--- src/rtl/pio_seq_pkg.sv ---
package pio_seq_pkg;
  typedef enum logic [1:0] {
    OP_READ   = 2'd0,
    OP_VERIFY = 2'd1,
    OP_WRITE  = 2'd2,
    OP_GEOM   = 2'd3
  } pio_op_e;

  typedef enum logic [2:0] {
    ST_IDLE,
    ST_CHK,
    ST_MED,
    ST_XFER,
    ST_GEOM
  } pio_st_e;

  localparam logic [7:0] ERRC_RESET = 8'h01;
  localparam logic [7:0] ERRC_NONE  = 8'h00;
  localparam logic [7:0] ERRC_IDNF  = 8'h10;
  localparam logic [7:0] ERRC_ABRT  = 8'h04;
endpackage

--- src/rtl/pio_geom_check.sv ---
module pio_geom_check #(
  parameter int SEC_W  = 8,
  parameter int HEAD_W = 4
) (
  input  logic [SEC_W-1:0]  sector,
  input  logic [HEAD_W-1:0] head,
  input  logic [SEC_W-1:0]  spt,
  input  logic [HEAD_W-1:0] max_head,
  output logic              addr_ok
);
  assign addr_ok = (sector != '0) && (sector <= spt) && (head <= max_head);
endmodule

--- src/rtl/pio_addr_step.sv ---
module pio_addr_step #(
  parameter int SEC_W  = 8,
  parameter int HEAD_W = 4,
  parameter int CYL_W  = 16
) (
  input  logic [SEC_W-1:0]  sector,
  input  logic [HEAD_W-1:0] head,
  input  logic [CYL_W-1:0]  cyl,
  input  logic [SEC_W-1:0]  spt,
  input  logic [HEAD_W-1:0] max_head,
  output logic [SEC_W-1:0]  nxt_sector,
  output logic [HEAD_W-1:0] nxt_head,
  output logic [CYL_W-1:0]  nxt_cyl
);
  always_comb begin
    nxt_sector = sector + 1'b1;
    nxt_head   = head;
    nxt_cyl    = cyl;
    if (sector >= spt) begin
      nxt_sector = SEC_W'(1);
      if (head >= max_head) begin
        nxt_head = '0;
        nxt_cyl  = cyl + 1'b1;
      end else begin
        nxt_head = head + 1'b1;
      end
    end
  end
endmodule

--- src/rtl/pio_word_ctr.sv ---
module pio_word_ctr #(
  parameter int WORDS = 256,
  localparam int IW = $clog2(WORDS)
) (
  input  logic          clk,
  input  logic          rst_n,
  input  logic          clr,
  input  logic          beat,
  output logic [IW-1:0] idx,
  output logic          last
);
  assign last = (idx == IW'(WORDS - 1));

  always_ff @(posedge clk or negedge rst_n) begin
    if (!rst_n)      idx <= '0;
    else if (clr)    idx <= '0;
    else if (beat)   idx <= last ? '0 : idx + 1'b1;
  end
endmodule

--- src/rtl/pio_sector_seq.sv ---
module pio_sector_seq
  import pio_seq_pkg::*;
#(
  parameter int WORDS    = 256,
  parameter int SEC_W    = 8,
  parameter int HEAD_W   = 4,
  parameter int CYL_W    = 16,
  parameter int DATA_W   = 16,
  parameter int DEF_SPT  = 17,
  parameter int DEF_MAXH = 15,
  localparam int IW = $clog2(WORDS)
) (
  input  logic              clk,
  input  logic              rst_n,
  input  logic              cmd_valid,
  input  logic [1:0]        cmd_op,
  input  logic [SEC_W-1:0]  cmd_count,
  input  logic [SEC_W-1:0]  cmd_sector,
  input  logic [CYL_W-1:0]  cmd_cyl,
  input  logic [HEAD_W-1:0] cmd_head,
  input  logic              stat_rd,
  output logic              busy,
  output logic              drq,
  output logic              intrq,
  output logic              err,
  output logic [7:0]        err_code,
  output logic [SEC_W-1:0]  tf_count,
  output logic [SEC_W-1:0]  tf_sector,
  output logic [CYL_W-1:0]  tf_cyl,
  output logic [HEAD_W-1:0] tf_head,
  output logic              rd_valid,
  input  logic              rd_ready,
  output logic [DATA_W-1:0] rd_data,
  input  logic              wr_valid,
  output logic              wr_ready,
  input  logic [DATA_W-1:0] wr_data,
  output logic              med_req,
  output logic [1:0]        med_op,
  output logic [IW-1:0]     med_word_idx,
  input  logic [DATA_W-1:0] med_rdata,
  output logic [DATA_W-1:0] med_wdata,
  output logic              med_wr_en,
  input  logic              med_done,
  input  logic              med_err
);
  pio_st_e             st;
  pio_op_e             op;
  logic [SEC_W-1:0]    spt;
  logic [HEAD_W-1:0]   max_head;
  logic                first_blk;
  logic                addr_ok;
  logic [SEC_W-1:0]    nxt_sector;
  logic [HEAD_W-1:0]   nxt_head;
  logic [CYL_W-1:0]    nxt_cyl;
  logic                beat;
  logic                word_last;
  logic                accept;
  logic                last_sec;
  logic                irq_set;

  pio_geom_check #(.SEC_W(SEC_W), .HEAD_W(HEAD_W)) u_geom (
    .sector(tf_sector), .head(tf_head), .spt(spt), .max_head(max_head),
    .addr_ok(addr_ok)
  );

  pio_addr_step #(.SEC_W(SEC_W), .HEAD_W(HEAD_W), .CYL_W(CYL_W)) u_step (
    .sector(tf_sector), .head(tf_head), .cyl(tf_cyl), .spt(spt),
    .max_head(max_head), .nxt_sector(nxt_sector), .nxt_head(nxt_head),
    .nxt_cyl(nxt_cyl)
  );

  pio_word_ctr #(.WORDS(WORDS)) u_words (
    .clk(clk), .rst_n(rst_n), .clr(st != ST_XFER), .beat(beat),
    .idx(med_word_idx), .last(word_last)
  );

  assign busy      = (st == ST_CHK) || (st == ST_MED) || (st == ST_GEOM);
  assign drq       = (st == ST_XFER);
  assign rd_valid  = drq && (op == OP_READ);
  assign wr_ready  = drq && (op == OP_WRITE);
  assign rd_data   = med_rdata;
  assign med_wdata = wr_data;
  assign med_wr_en = wr_valid && wr_ready;
  assign med_req   = (st == ST_MED);
  assign med_op    = op;
  assign beat      = (rd_valid && rd_ready) || (wr_valid && wr_ready);
  assign accept    = (st == ST_IDLE) && cmd_valid;
  assign last_sec  = (tf_count == SEC_W'(1));

  always_comb begin
    irq_set = 1'b0;
    unique case (st)
      ST_GEOM: irq_set = 1'b1;
      ST_CHK:  irq_set = !addr_ok || (op == OP_WRITE && !first_blk);
      ST_MED:  if (med_done)
                 irq_set = med_err || (op == OP_READ) || last_sec;
      default: irq_set = 1'b0;
    endcase
  end

  always_ff @(posedge clk or negedge rst_n) begin
    if (!rst_n) begin
      st        <= ST_IDLE;
      op        <= OP_READ;
      spt       <= SEC_W'(DEF_SPT);
      max_head  <= HEAD_W'(DEF_MAXH);
      first_blk <= 1'b0;
      tf_count  <= SEC_W'(1);
      tf_sector <= SEC_W'(1);
      tf_cyl    <= '0;
      tf_head   <= '0;
      err       <= 1'b0;
      err_code  <= ERRC_RESET;
      intrq     <= 1'b0;
    end else begin
      if (irq_set)                 intrq <= 1'b1;
      else if (stat_rd || accept)  intrq <= 1'b0;

      unique case (st)
        ST_IDLE: if (cmd_valid) begin
          op        <= pio_op_e'(cmd_op);
          tf_count  <= cmd_count;
          tf_sector <= cmd_sector;
          tf_cyl    <= cmd_cyl;
          tf_head   <= cmd_head;
          err       <= 1'b0;
          err_code  <= ERRC_NONE;
          first_blk <= 1'b1;
          if (pio_op_e'(cmd_op) == OP_GEOM) begin
            spt      <= cmd_count;
            max_head <= cmd_head;
            st       <= ST_GEOM;
          end else begin
            st <= ST_CHK;
          end
        end
        ST_GEOM: st <= ST_IDLE;
        ST_CHK: begin
          if (!addr_ok) begin
            err      <= 1'b1;
            err_code <= ERRC_IDNF;
            st       <= ST_IDLE;
          end else if (op == OP_WRITE) begin
            first_blk <= 1'b0;
            st        <= ST_XFER;
          end else begin
            st <= ST_MED;
          end
        end
        ST_MED: if (med_done) begin
          if (med_err) begin
            err      <= 1'b1;
            err_code <= ERRC_ABRT;
            st       <= ST_IDLE;
          end else if (op == OP_READ) begin
            st <= ST_XFER;
          end else begin
            tf_count <= tf_count - 1'b1;
            if (last_sec) begin
              st <= ST_IDLE;
            end else begin
              tf_sector <= nxt_sector;
              tf_head   <= nxt_head;
              tf_cyl    <= nxt_cyl;
              st        <= ST_CHK;
            end
          end
        end
        ST_XFER: if (beat && word_last) begin
          if (op == OP_WRITE) begin
            st <= ST_MED;
          end else begin
            tf_count <= tf_count - 1'b1;
            if (last_sec) begin
              st <= ST_IDLE;
            end else begin
              tf_sector <= nxt_sector;
              tf_head   <= nxt_head;
              tf_cyl    <= nxt_cyl;
              st        <= ST_CHK;
            end
          end
        end
        default: st <= ST_IDLE;
      endcase
    end
  end
endmodule

--- config.mk ---
export PLATFORM = sky130hd
export DESIGN_NAME = pio_sector_seq
export DESIGN_NICKNAME = d
export VERILOG_FILES = /design/src/rtl/pio_seq_pkg.sv /design/src/rtl/pio_geom_check.sv /design/src/rtl/pio_addr_step.sv /design/src/rtl/pio_word_ctr.sv /design/src/rtl/pio_sector_seq.sv
export SDC_FILE = /design/constraint.sdc
export NUM_CORES = 1
export LEC_CHECK = 0
export BUFFER_PORTS_ARGS = -buffer_cell sky130_fd_sc_hd__clkbuf_2
export CORE_ASPECT_RATIO = 0.75
export CORE_UTILIZATION = 35
export CTS_CLUSTER_SIZE = 40
export DETAILED_ROUTE_END_ITERATION = 6
export PLACE_DENSITY = 0.6
export SLEW_MARGIN = 10
export SYNTH_ARGS = -nofsm -noshare
export SYNTH_HDL_FRONTEND = slang
export SYNTH_SLANG_ARGS = --single-unit
--- constraint.sdc ---
create_clock -name clk -period 2.3 [get_ports clk]
set_clock_uncertainty 0.2 [all_clocks]
set_input_delay 0.46 -clock clk [delete_from_list [all_inputs] [get_ports clk]]
set_output_delay 0.46 -clock clk [all_outputs]
set_load 0.03 [all_outputs]
==> impl_results.md, run 1 <==
* RSZ-0062 raised after global routing: true
* Worst hold path class: input pin to flip-flop
* Synthesized area at 4450 um^2
* Die height at roughly 100 um
* Critical Path Source Type: flip-flop
* Initial antenna violation count at 0
* Routed Wire Length at between 10000 and 15000 um
* EDFF count, synth at 0
* Inst Count DP at 779
* Ys Warns at 0
* PortBufs at ~100
* Synth async-reset ratio at 100%
* Maximum vdd drop at between 500 and 600 uV
* Synth top area cells: dfrtp_1 (33%), buf_4 (6.2%), ha_1 (5.3%)
* Starting Density at 36.0%
* Area share of the largest cell type after synthesis at 32.6%
* DR iter-0 viols at 270
* P per Cell Area at ~1400 nW/um^2
* TNS Setup at -0.931 ns
* Total track usage at between 20 and 25%
* Clock sink total at 67
* Count of cell types in the netlist at 64
* Total gr overflow at 0
* Sequential share of power at 24.0%
* Area grow syn2layout at 30.9%
* Combinational power share at slightly below 60%
* Worst-margin pin slew at between 0.6 and 0.7 ns
* Non-filler cells in the finished layout at 800
* First-pass GRT wire length at between 20000 and 25000 um
* Post-synthesis sequential area ratio at 37.9%
* DRC at 0
* Min-Delay Path Depth at 3
* Detail Route Antenna Nets at 0
* GRT busiest layer: met2
* Root Buffer: clkbuf_16
* Sw frac at a little under half
* Clock buffer depth at 2
* Antenna Cells at 0
* Max Slew Vio Count at 0
* WS Path Type: flip-flop to flip-flop
* Share of layout cells above drive strength 1 at about two fifths
* Worst setup margin at -0.0907 ns
* Met2 Use GR at between 30% and 40%
* Clock power share at 17.3%
* Fin crit share at 104%
* Routability cong. at about 0.85
* Number of fill cells at 1221
* CP endpoint kind: flip-flop
* Final setup violation count at 19
* Die extent in x at around 130 um
* Core area at about 12000 um^2
* H-tree depth at 3
* Max_slew headroom at 58.0%
* FMAX at approximately 420 MHz
* Hold Vio Cnt, Final at 0
* Avg Cell Area, Syn at 8.75 um^2
* Worst-Skew Late Latency at between 0.3 and 0.4 ns
* Final min period at 2.39 ns
* Row count at 35
* Cells on worst reg2reg path at 8
* P_leak at 2.77 nW
* CTS tree: yes
* Pre-antenna DRT Iters at 4
* Die ar. at between 10000 and 15000 um^2
* Wire length per cell at 16.5 um
* CTS clk-pin slew, worst paths at around 0.060 ns
* DP Worst Slack at -0.235 ns
* CP Max Fanout at 6
* Violated checks: negative setup slack
* Status: finished, violations left
* CP required at 2.31 ns
* Overall power at around 8 mW
* CTS buffer count at 9
* Post-DP HPWL at 9980 um
* I/O pin count at 172
* Vias at 4331
* Nets at a little over 700
* Sw Pwr at 3.80 mW
* Met3 usage at 3.87%
* Mapped Cells at 509
* FF+latch count, synth at 67
* Vias in the first global route at 4055
* Pint at 4.25 mW
* Ys flop type: dfrtp_1
* Largest net degree at the start of global routing at 30
* Max Cap Viol at 0
* Top cell type by total area after synthesis: dfrtp_1
* WP data arrival at roughly 2.4 ns
* DR vias/cell at 5.41
* Met1 Usage GRT at about 28%
## state kept, by name (all words and copies together), names as in the netlist
signal       count
med_op           2
intrq            1
u_words.idx      8
tf_cyl          16
max_head         4
err              1
err_code         3
spt              8
tf_sector        8
tf_count         8
tf_head          4
st               3
first_blk        1
## synth_stat cells, types with 10 or more instances
library cell	number
nand2_1	48
and3_1	10
buf_4	37
inv_1	29
nand3_1	16
dfrtp_1	58
a21oi_1	27
a21oi_2	10
o22ai_1	10
nor2_1	28
o21ai_0	33
o21ai_1	13
ha_1	19
clkbuf_1	20
a41oi_1	14
## final timing paths
check                             start        endpoint  slack, ns
min                         cmd_head[2]     max_head[2]       0.13
max reg2reg                tf_sector[0]       tf_cyl[1]      -0.09
max                        tf_sector[0]       tf_cyl[1]      -0.09
min reg2reg                   first_blk       first_blk       0.28
min in group asynchronous         rst_n      tf_cyl[12]       0.49
max in group asynchronous         rst_n  u_words.idx[3]       0.74
## layer usage
layer  part of all wire, %  wire length, um
met1                    47             6210
met2                    45             5940
met3                   5.6              734
met4                   2.2              292
met5                     0                0
## repair_timing
item,CTS,global route
buffers inserted,1,2
gates cloned,0,1
endpoints found under the setup margin,31,43
resized for setup,14,27
hold endpoints to repair,20,0
pin swaps,4,5
hold buffers,1,0
## area by class of cell
cell class              count  area, um^2  area share [%]
inverters                  30         115            1.97
flip-flops and latches     67        1690            29.0
clock inverters             5        52.6           0.901
well taps                 166         208            3.56
repair buffers            172        1070            18.4
clock buffers              11         243            4.16
multi-input cells         349        2450            42.0
## cell usage in the layout (no fill, tap or decap), types with 5 or more instances in the layout
cell       count
ha_1          16
nor3_1         5
a21oi_2       13
conb_1         5
o22ai_1       10
inv_1         26
clkbuf_2      99
o31ai_1        7
dfrtp_1       55
and3_1        10
o21ai_0       29
dfstp_2        9
nor2_1        28
mux2_2         6
buf_4         64
nand4_1        9
a41oi_2       12
nand2b_1       5
buf_6          5
a21oi_1       24
a22o_1         6
nand3_1       16
o21ai_1       15
nand2_1       47
clkbuf_16      9
## power groups by stage
stage,sequential (mW),clock [mW],combinational (mW)
6_report,1.93,1.39,4.72
3_3_place_gp,1.92,0,4.32
2_1_floorplan,2.46,0,2.48
4_1_cts,1.92,1.42,4.54
3_5_place_dp,1.93,0,4.42
5_1_grt,1.98,1.47,5.14
## kinds of logic after synthesis
logic type | after synthesis | share of synthesized area, %
muxes | 10 | 2.53
other | 1 | 0.0842
buffers and inverters | 97 | 11.8
adders and majority gates | 19 | 5.34
and+or+nand+nor | 152 | 17.6
AOI/OAI and AO/OA | 158 | 23.8
DFF | 67 | 37.9
xor gates and xnor gates | 5 | 0.984
## critical path, cell delays in order, from the launching register on
cell and delay, ns:
dfstp_2 0.55, inv_4 0.04, ha_4 0.20, nand4_1 0.09, nor2_1 0.05, or3_1 0.36
or2_4 0.28, and3_4 0.20, mux2_4 0.30
## through the flow
stage	utilization, %	area [um^2]	hold WS (ns)
2_1_floorplan	-	4530	-0.0356
3_3_place_gp	43.0	5310	0.270
3_5_place_dp	43.0	5310	0.273
4_1_cts	46.1	5700	0.122
5_1_grt	47.2	5830	0.149
6_report	47.2	5830	0.131
No activity file was read; power rests on OpenSTA's default activity.
==> run 2: changes to the inputs <==
Settings changed: CELL_PAD_IN_SITES_DETAIL_PLACEMENT set to 2, CELL_PAD_IN_SITES_GLOBAL_PLACEMENT set to 2, CORE_UTILIZATION 35 to 25, PLACE_DENSITY 0.6 to 0.73.
Clock period 2.3 ns to 2 ns, I/O delays scaled along.
==> impl_results.md, run 2 (synthesis results as in run 1) <==
* Violated checks: negative setup slack (unchanged)
* P per Cell Area at 1710 nW/um^2 (was 1380 nW/um^2)
* Clock buffer depth at 2 (unchanged)
* Row count at 41 (was 35)
* Critical Path Source Type: flip-flop (unchanged)
* Max FFs per register at 16 (unchanged)
* PortBufs at 102 (unchanged)
* Max stage delay on crit path at 0.58 ns (was 0.55 ns)
* Overall power at 12.0 mW (was 8.05 mW)
* WP data arrival at 2.78 ns (was 2.40 ns)
* Worst path slowest cell: dfstp_2 (unchanged)
* Final setup violation count at 52 (was 19)
* P_leak at 3.26 nW (was 2.77 nW)
* Non-filler cells in the finished layout at 939 (was 800)
* Starting Density at 26.0% (was 36.0%)
* Max_slew headroom at 58.6% (was 58.0%)
* Inst Count DP at 892 (was 779)
* Wire length per cell at 25.5 um (was 16.5 um)
* FMAX at 371 MHz (was 418 MHz)
* Hold Vio Cnt, Final at 0 (unchanged)
* Nets at 795 (was 726)
* DR vias/cell at 5.39 (was 5.41)
* Root Buffer: clkbuf_16 (unchanged)
* Routability cong. at 0.811 (was 0.847)
* Initial antenna violation count at 0 (unchanged)
* Antenna Cells at 0 (unchanged)
* Most frequent cells in the layout: buf_4 (109), clkbuf_2 (95), dfrtp_1 (49) (was clkbuf_2 (99), buf_4 (64), dfrtp_1 (55))
* RSZ-0062 raised after global routing: true (unchanged)
* Post-DP HPWL at 13700 um (was 9980 um)
* DRC at 0 (unchanged)
* First-pass GRT wire length at 34800 um (was 20900 um)
* Commonest non-fill, non-tap cell in the layout: buf_4 (was clkbuf_2)
* Status: finished, violations left (unchanged)
* Vias at 5064 (was 4331)
* WS Path Type: flip-flop to flip-flop (unchanged)
* Area grow syn2layout at 58.3% (was 30.9%)
* Final min period at 2.70 ns (was 2.39 ns)
* Die ar. at 18400 um^2 (was 13200 um^2)
* Share of layout cells above drive strength 1 at 52.8% (was 40.2%)
* Die extent in x at 156 um (was 132 um)
* Fin crit share at 135% (was 104%)
* Max Slew Vio Count at 0 (unchanged)
* Max Cap Viol at 0 (unchanged)
* Worst hold path class: input pin to flip-flop (unchanged)
* CP Max Fanout at 18 (was 6)
* Clock sink total at 67 (unchanged)
* CTS clk-pin slew, worst paths at 0.06 ns (about the same)
* DR iter-0 viols at 260 (was 270)
* Maximum vdd drop at 613 uV (was 511 uV)
* Core area at 17100 um^2 (was 12300 um^2)
* CTS buffer count at 9 (unchanged)
* Vias in the first global route at 5691 (was 4055)
* H-tree depth at 3 (unchanged)
* Detail Route Antenna Nets at 0 (unchanged)
* Largest Register: tf_cyl (unchanged)
* Pre-antenna DRT Iters at 5 (was 4)
* Cells along the critical path: inv_4 > ha_4 > nand4_1 > nor2_1 > or3_4 > or2_4 > buf_12 > o31ai_2 > a22o_1 (was inv_4 > ha_4 > nand4_1 > nor2_1 > or3_1 > or2_4 > and3_4 > mux2_4)
* Die height at 118 um (was 99.7 um)
* I/O pin count at 172 (unchanged)
* CP endpoint kind: flip-flop (unchanged)
* Worst-margin pin slew at 0.616 ns (was 0.629 ns)
* Largest net degree at the start of global routing at 68 (was 30)
* Worst-Skew Late Latency at 0.35 ns (was 0.33 ns)
* Routed Wire Length at 23900 um (was 13200 um)
* Total gr overflow at 0 (unchanged)
* CTS tree: yes (unchanged)
* CP required at 2.08 ns (was 2.31 ns)
* Worst setup margin at -0.697 ns (was -0.0907 ns)
* Total track usage at 25.1% (was 20.1%)
==> run 2: cell count changes in the layout (fill, tap and decap cells not counted), sizes merged <==
cell / change
buf: +69
bufbuf: +2
bufinv: -1
clkbuf: +1
clkinv: -1
clkinvlp: -1
==> run 2: area by class of cell <==
| cell class | instances | area, um^2 |
|---|---|---|
| clock inverters | 2 | 10.0 |
| clock buffers | 14 | 264 |
| repair buffers | 241 | 1860 |
| flip-flops and latches | 67 | 1700 |
| fillers | 1825 | 10100 |
| multi-input cells | 349 | 2800 |
| well taps | 236 | 295 |
| inverters | 30 | 118 |
==> run 2: timing repair <==
| action | in CTS | in global routing |
|---|---|---|
| hold endpoints to repair | 58 | 0 |
| resized for setup | 86 | 65 |
| pin swaps | 18 | 22 |
| hold buffers | 1 | 0 |
| setup endpoints to repair | 61 | 69 |
| gates cloned | 2 | 2 |
| setup buffers | 21 | 7 |
==> run 2: layer usage <==
layer	vias to the layer above	wire [um]	track usage, %
li1	2194	-	-
met2	182	11700	41.7
met3	73	1040	5.01
met4	0	866	8.52
met5	-	0	0
met1	2615	10300	32.3
==> run 2: critical path: cells and delay by family, from the launching register on <==
| kind | cells | cell delay [ns] |
|---|---|---|
| flops | 1 | 0.58 |
| fa+ha+maj | 1 | 0.21 |
| buf+inv | 2 | 0.23 |
| compound gates | 2 | 0.47 |
| simple gates | 4 | 0.92 |
==> run 2: worst paths after layout <==
| kind | startpoint | end | slack, ns | cells past startpoint |
|---|---|---|---|---|
| max reg2reg | tf_sector[0] | tf_sector[6] | -0.70 | 9 |
| max in group asynchronous | rst_n | max_head[2] | 0.83 | 3 |
| min reg2reg | err_code[0] | err_code[0] | 0.29 | 1 |
| min in group asynchronous | rst_n | u_words.idx[2] | 0.42 | 3 |
| min | cmd_head[2] | max_head[2] | 0.08 | 3 |
| max | tf_sector[0] | tf_sector[6] | -0.70 | 9 |
==> run 2: per-stage QoR <==
step	cell area, um^2	setup TNS (ns)	util [%]	worst slack (ns)	hold slack (ns)
final	7050	-20.48	41.1	-0.697	0.0791
after global routing	7050	-22.98	41.1	-0.717	0.0872
after CTS	6710	-13.95	39.1	-0.465	0.0682
after detailed placement	5800	-18.59	33.8	-0.642	0.268
after global placement	5800	-14.04	33.8	-0.485	0.259
after floorplan	4600	-14.06	-	-0.640	-0.0956
==> run 2: where the power goes <==
group | switching (mW) | internal, mW | leakage [nW]
Combinational | 4.87 | 3.40 | 2.31
Sequential | 0.392 | 1.81 | 0.811
Clock | 0.653 | 0.906 | 0.137
==> run 3: changes to the inputs <==
Settings changed: ABC_AREA set to 1, CORE_UTILIZATION 25 to 24, PLACE_DENSITY 0.73 to 0.74.
==> impl_results.md, run 3 <==
* Status: finished, violations left (unchanged)
* Violated checks: negative setup slack (unchanged)
* Routability cong. at 0.791 (was 0.811)
* Final setup violation count at 51 (was 52)
* Adder-cell share of the synthesized area at 5.02% (was 5.34%)
* Detail Route Antenna Nets at 0 (unchanged)
* Count of cell types in the netlist at 39 (was 64)
* CTS tree: yes (unchanged)
* Pint at 7.01 mW (was 6.11 mW)
* Synth top area cells: dfrtp_1 (31%), nand2_1 (19%), buf_4 (6.0%) (was dfrtp_1 (33%), buf_4 (6.2%), ha_1 (5.3%))
* PortBufs at 102 (unchanged)
* EDFF count, synth at 0 (unchanged)
* Die ar. at 20300 um^2 (was 18400 um^2)
* CTS clk-pin slew, worst paths at 0.06 ns (about the same)
* Die height at 124 um (was 118 um)
* First-pass GRT wire length at 30200 um (was 34800 um)
* Non-filler cells in the finished layout at 1112 (was 939)
* P_leak at 3.62 nW (was 3.26 nW)
* Total track usage at 19.7% (was 25.1%)
* Hold Vio Cnt, Final at 0 (unchanged)
* Final hold slack at 0.0675 ns (was 0.0791 ns)
* WP data arrival at 2.37 ns (was 2.78 ns)
* Post-synthesis compound-gate area fraction at 9.93% (was 23.7%)
* TNS Setup at -6.94 ns (was -20.48 ns)
* Ys flop type: dfrtp_1 (unchanged)
* Worst r2r dst: tf_cyl[15] (was tf_sector[6])
* CP Max Fanout at 4 (was 18)
* Clock sink total at 67 (unchanged)
* Critical Path Source Type: flip-flop (unchanged)
* Largest Register: tf_cyl (unchanged)
* Post-DP HPWL at 14200 um (was 13700 um)
* Vias in the first global route at 5410 (was 5691)
* Die extent in x at 164 um (was 156 um)
* P per Cell Area at 2010 nW/um^2 (was 1710 nW/um^2)
* Core area at 19300 um^2 (was 17100 um^2)
* Nets at 951 (was 795)
* Vias at 5388 (was 5064)
* Worst-Skew Late Latency at 0.37 ns (was 0.35 ns)
* CTS buffer count at 9 (unchanged)
* Share of layout cells above drive strength 1 at 44.1% (was 52.8%)
* Synth async-reset ratio at 100% (unchanged)
* Post-synthesis sequential area ratio at 35.6% (was 37.9%)
* Routed Wire Length at 23800 um (was 23900 um)
* Max FFs per register at 16 (unchanged)
* Mapped Cells at 682 (was 509)
* CP endpoint kind: flip-flop (unchanged)
* DR vias/cell at 4.85 (was 5.39)
* Worst hold path class: input pin to flip-flop (unchanged)
* FF+latch count, synth at 67 (unchanged)
* Ys Warns at 0 (unchanged)
* Combinational power share at 68.9% (was 68.7%)
* CP required at 2.03 ns (was 2.08 ns)
* Pre-antenna DRT Iters at 4 (was 5)
* Clock power share at 13.6% (was 13.0%)
* Fin crit share at 117% (was 135%)
* Final min period at 2.34 ns (was 2.70 ns)
* Root Buffer: clkbuf_16 (unchanged)
* Initial antenna violation count at 0 (unchanged)
* DRC at 0 (unchanged)
* FF-to-FF Start: max_head[3] (was tf_sector[0])
* WS Path Type: flip-flop to flip-flop (unchanged)
* Post-synthesis mux area share at 0.238% (was 2.53%)
* DR iter-0 viols at 256 (was 260)
* Max Cap Viol at 0 (unchanged)
* Fin area at 7260 um^2 (was 7050 um^2)
* Main combinational cell family by area after synthesis: simple AND/OR/NAND/NOR gates (was compound AO/OA/AOI/OAI gates)
* Starting Density at 24.5% (was 26.0%)
* Largest net degree at the start of global routing at 31 (was 68)
* Overall power at 14.6 mW (was 12.0 mW)
* FMAX at 428 MHz (was 371 MHz)
* Max Slew Vio Count at 0 (unchanged)
* Wire length per cell at 21.4 um (was 25.5 um)
* Simple logic cell fraction of the synthesized area at 33.5% (was 17.6%)
* Row count at 44 (was 41)
* Commonest cells post-synth: nand2_1 (237), inv_1 (68), dfrtp_1 (58), nor2_1 (55), nand3_1 (54) (was dfrtp_1 (58), nand2_1 (48), buf_4 (37), o21ai_0 (33), inv_1 (29))
* Area share of the largest cell type after synthesis at 30.6% (was 32.6%)
* Inst Count DP at 1058 (was 892)
* Hold_sp: cmd_head[0] (was cmd_head[2])
* Hold Path End: max_head[0] (was max_head[2])
* Avg Cell Area, Syn at 6.95 um^2 (was 8.75 um^2)
* Min-Delay Path Depth at 3 (unchanged)
* Total gr overflow at 0 (unchanged)
* Sw Pwr at 7.59 mW (was 5.91 mW)
* Top-count cell post-synth: nand2_1 (was dfrtp_1)
* Sw frac at 52.0% (was 49.2%)
* Worst setup margin at -0.337 ns (was -0.697 ns)
* Clock buffer depth at 2 (unchanged)
* Maximum vdd drop at 697 uV (was 613 uV)
* Cells on worst reg2reg path at 10 (was 9)
* Commonest non-fill, non-tap cell in the layout: nand2_1 (was buf_4)
* Antenna Cells at 0 (unchanged)
* Synthesized area at 4740 um^2 (was 4450 um^2)
* Top cell type by total area after synthesis: dfrtp_1 (unchanged)
* Sequential share of power at 17.4% (was 18.3%)
* I/O pin count at 172 (unchanged)
* Area grow syn2layout at 53.2% (was 58.3%)
* Synth Area in XOR/XNOR at 2.22% (was 0.984%)
* Placed Instance Area at 5790 um^2 (was 5800 um^2)
* Number of fill cells at 2205 (was 1825)
* H-tree depth at 3 (unchanged)
* R2R Setup Slk at -0.34 ns (was -0.70 ns)
* RSZ-0062 raised after global routing: true (unchanged)
* Most frequent cells in the layout: nand2_1 (196), clkbuf_2 (95), buf_4 (82) (was buf_4 (109), clkbuf_2 (95), dfrtp_1 (49))
run 3: cell count changes in the layout (fill, tap and decap cells not counted), moves of 12 or more:
cell     change
nand2_2     +28
nor2_4      +13
buf_4       -27
nand3_4     +12
inv_1       +25
nand2_4     +13
o21ai_0     +14
nand2_1    +150
nand3_1     +29
run 3: logic make-up after synthesis:
logic type               count (synthesis)
AND/OR/NAND/NOR                        372
adder cells (fa/ha/maj)                 19
multiplexers                             1
buffers and inverters                  123
AO/OA/AOI/OAI                           87
other                                    1
flip-flops                              67
XOR/XNOR                                12
run 3: worst max-delay path by stage:
stage / slack (ns) / endpoint / start
after global placement: -0.15 / tf_cyl[9] / max_head[3]
after detailed placement: -0.29 / tf_cyl[6] / max_head[3]
final: -0.34 / tf_cyl[15] / max_head[3]
after floorplan: -0.09 / tf_cyl[12] / tf_sector[0]
after CTS: -0.12 / busy / st[1]
after global routing: -0.38 / tf_cyl[15] / max_head[3]
run 3: stage by stage:
| step | setup slack, ns | util [%] |
|---|---|---|
| 2_1_floorplan | -0.0899 | - |
| 3_3_place_gp | -0.154 | 30.0 |
| 3_5_place_dp | -0.286 | 30.0 |
| 4_1_cts | -0.118 | 34.2 |
| 5_1_grt | -0.376 | 37.6 |
| 6_report | -0.337 | 37.6 |
run 3: area by class of cell:
type / instances / area, um^2 / area share [%]
well taps: 253 / 317 / 4.36
multi-input cells: 498 / 3110 / 42.8
inverters: 70 / 284 / 3.91
repair buffers: 208 / 1510 / 20.7
flip-flops and latches: 67 / 1700 / 23.4
clock inverters: 6 / 113 / 1.55
clock buffers: 10 / 239 / 3.29
run 3: power groups by stage:
stage / logic, mW / registers, mW / clock network, mW
floorplan: 3.57 / 3.18 / 0
global placement: 6.68 / 2.42 / 0
detailed placement: 6.96 / 2.44 / 0
CTS: 8.17 / 2.45 / 1.97
global route: 10.8 / 2.60 / 2.06
finish: 10.1 / 2.55 / 1.99
run 3: repair_timing:
action	CTS	global route
setup buffers	12	23
pin swaps	29	45
resized for setup	99	121
cloned	1	2
endpoints found under the hold margin	18	0
endpoints found under the setup margin	50	59
hold buffers	1	0
run 3: critical path, stage by stage (launching register included):
cell and delay [ns]:
dfstp_2 0.53, inv_2 0.05, ha_4 0.25, a21oi_2 0.31
nand3_4 0.17, buf_4 0.17, buf_4 0.12, nand3_1 0.17
nor2_4 0.07, nand2_1 0.07, nand2_1 0.09
run 3: routing by layer:
| metal | up-vias | global-route usage [%] | routed length [um] |
|---|---|---|---|
| met4 | 0 | 5.79 | 515 |
| met1 | 2731 | 27.0 | 10500 |
| met5 | - | 0 | 0 |
| met3 | 33 | 3.30 | 1000 |
| li1 | 2483 | - | - |
| met2 | 141 | 31.6 | 11800 |
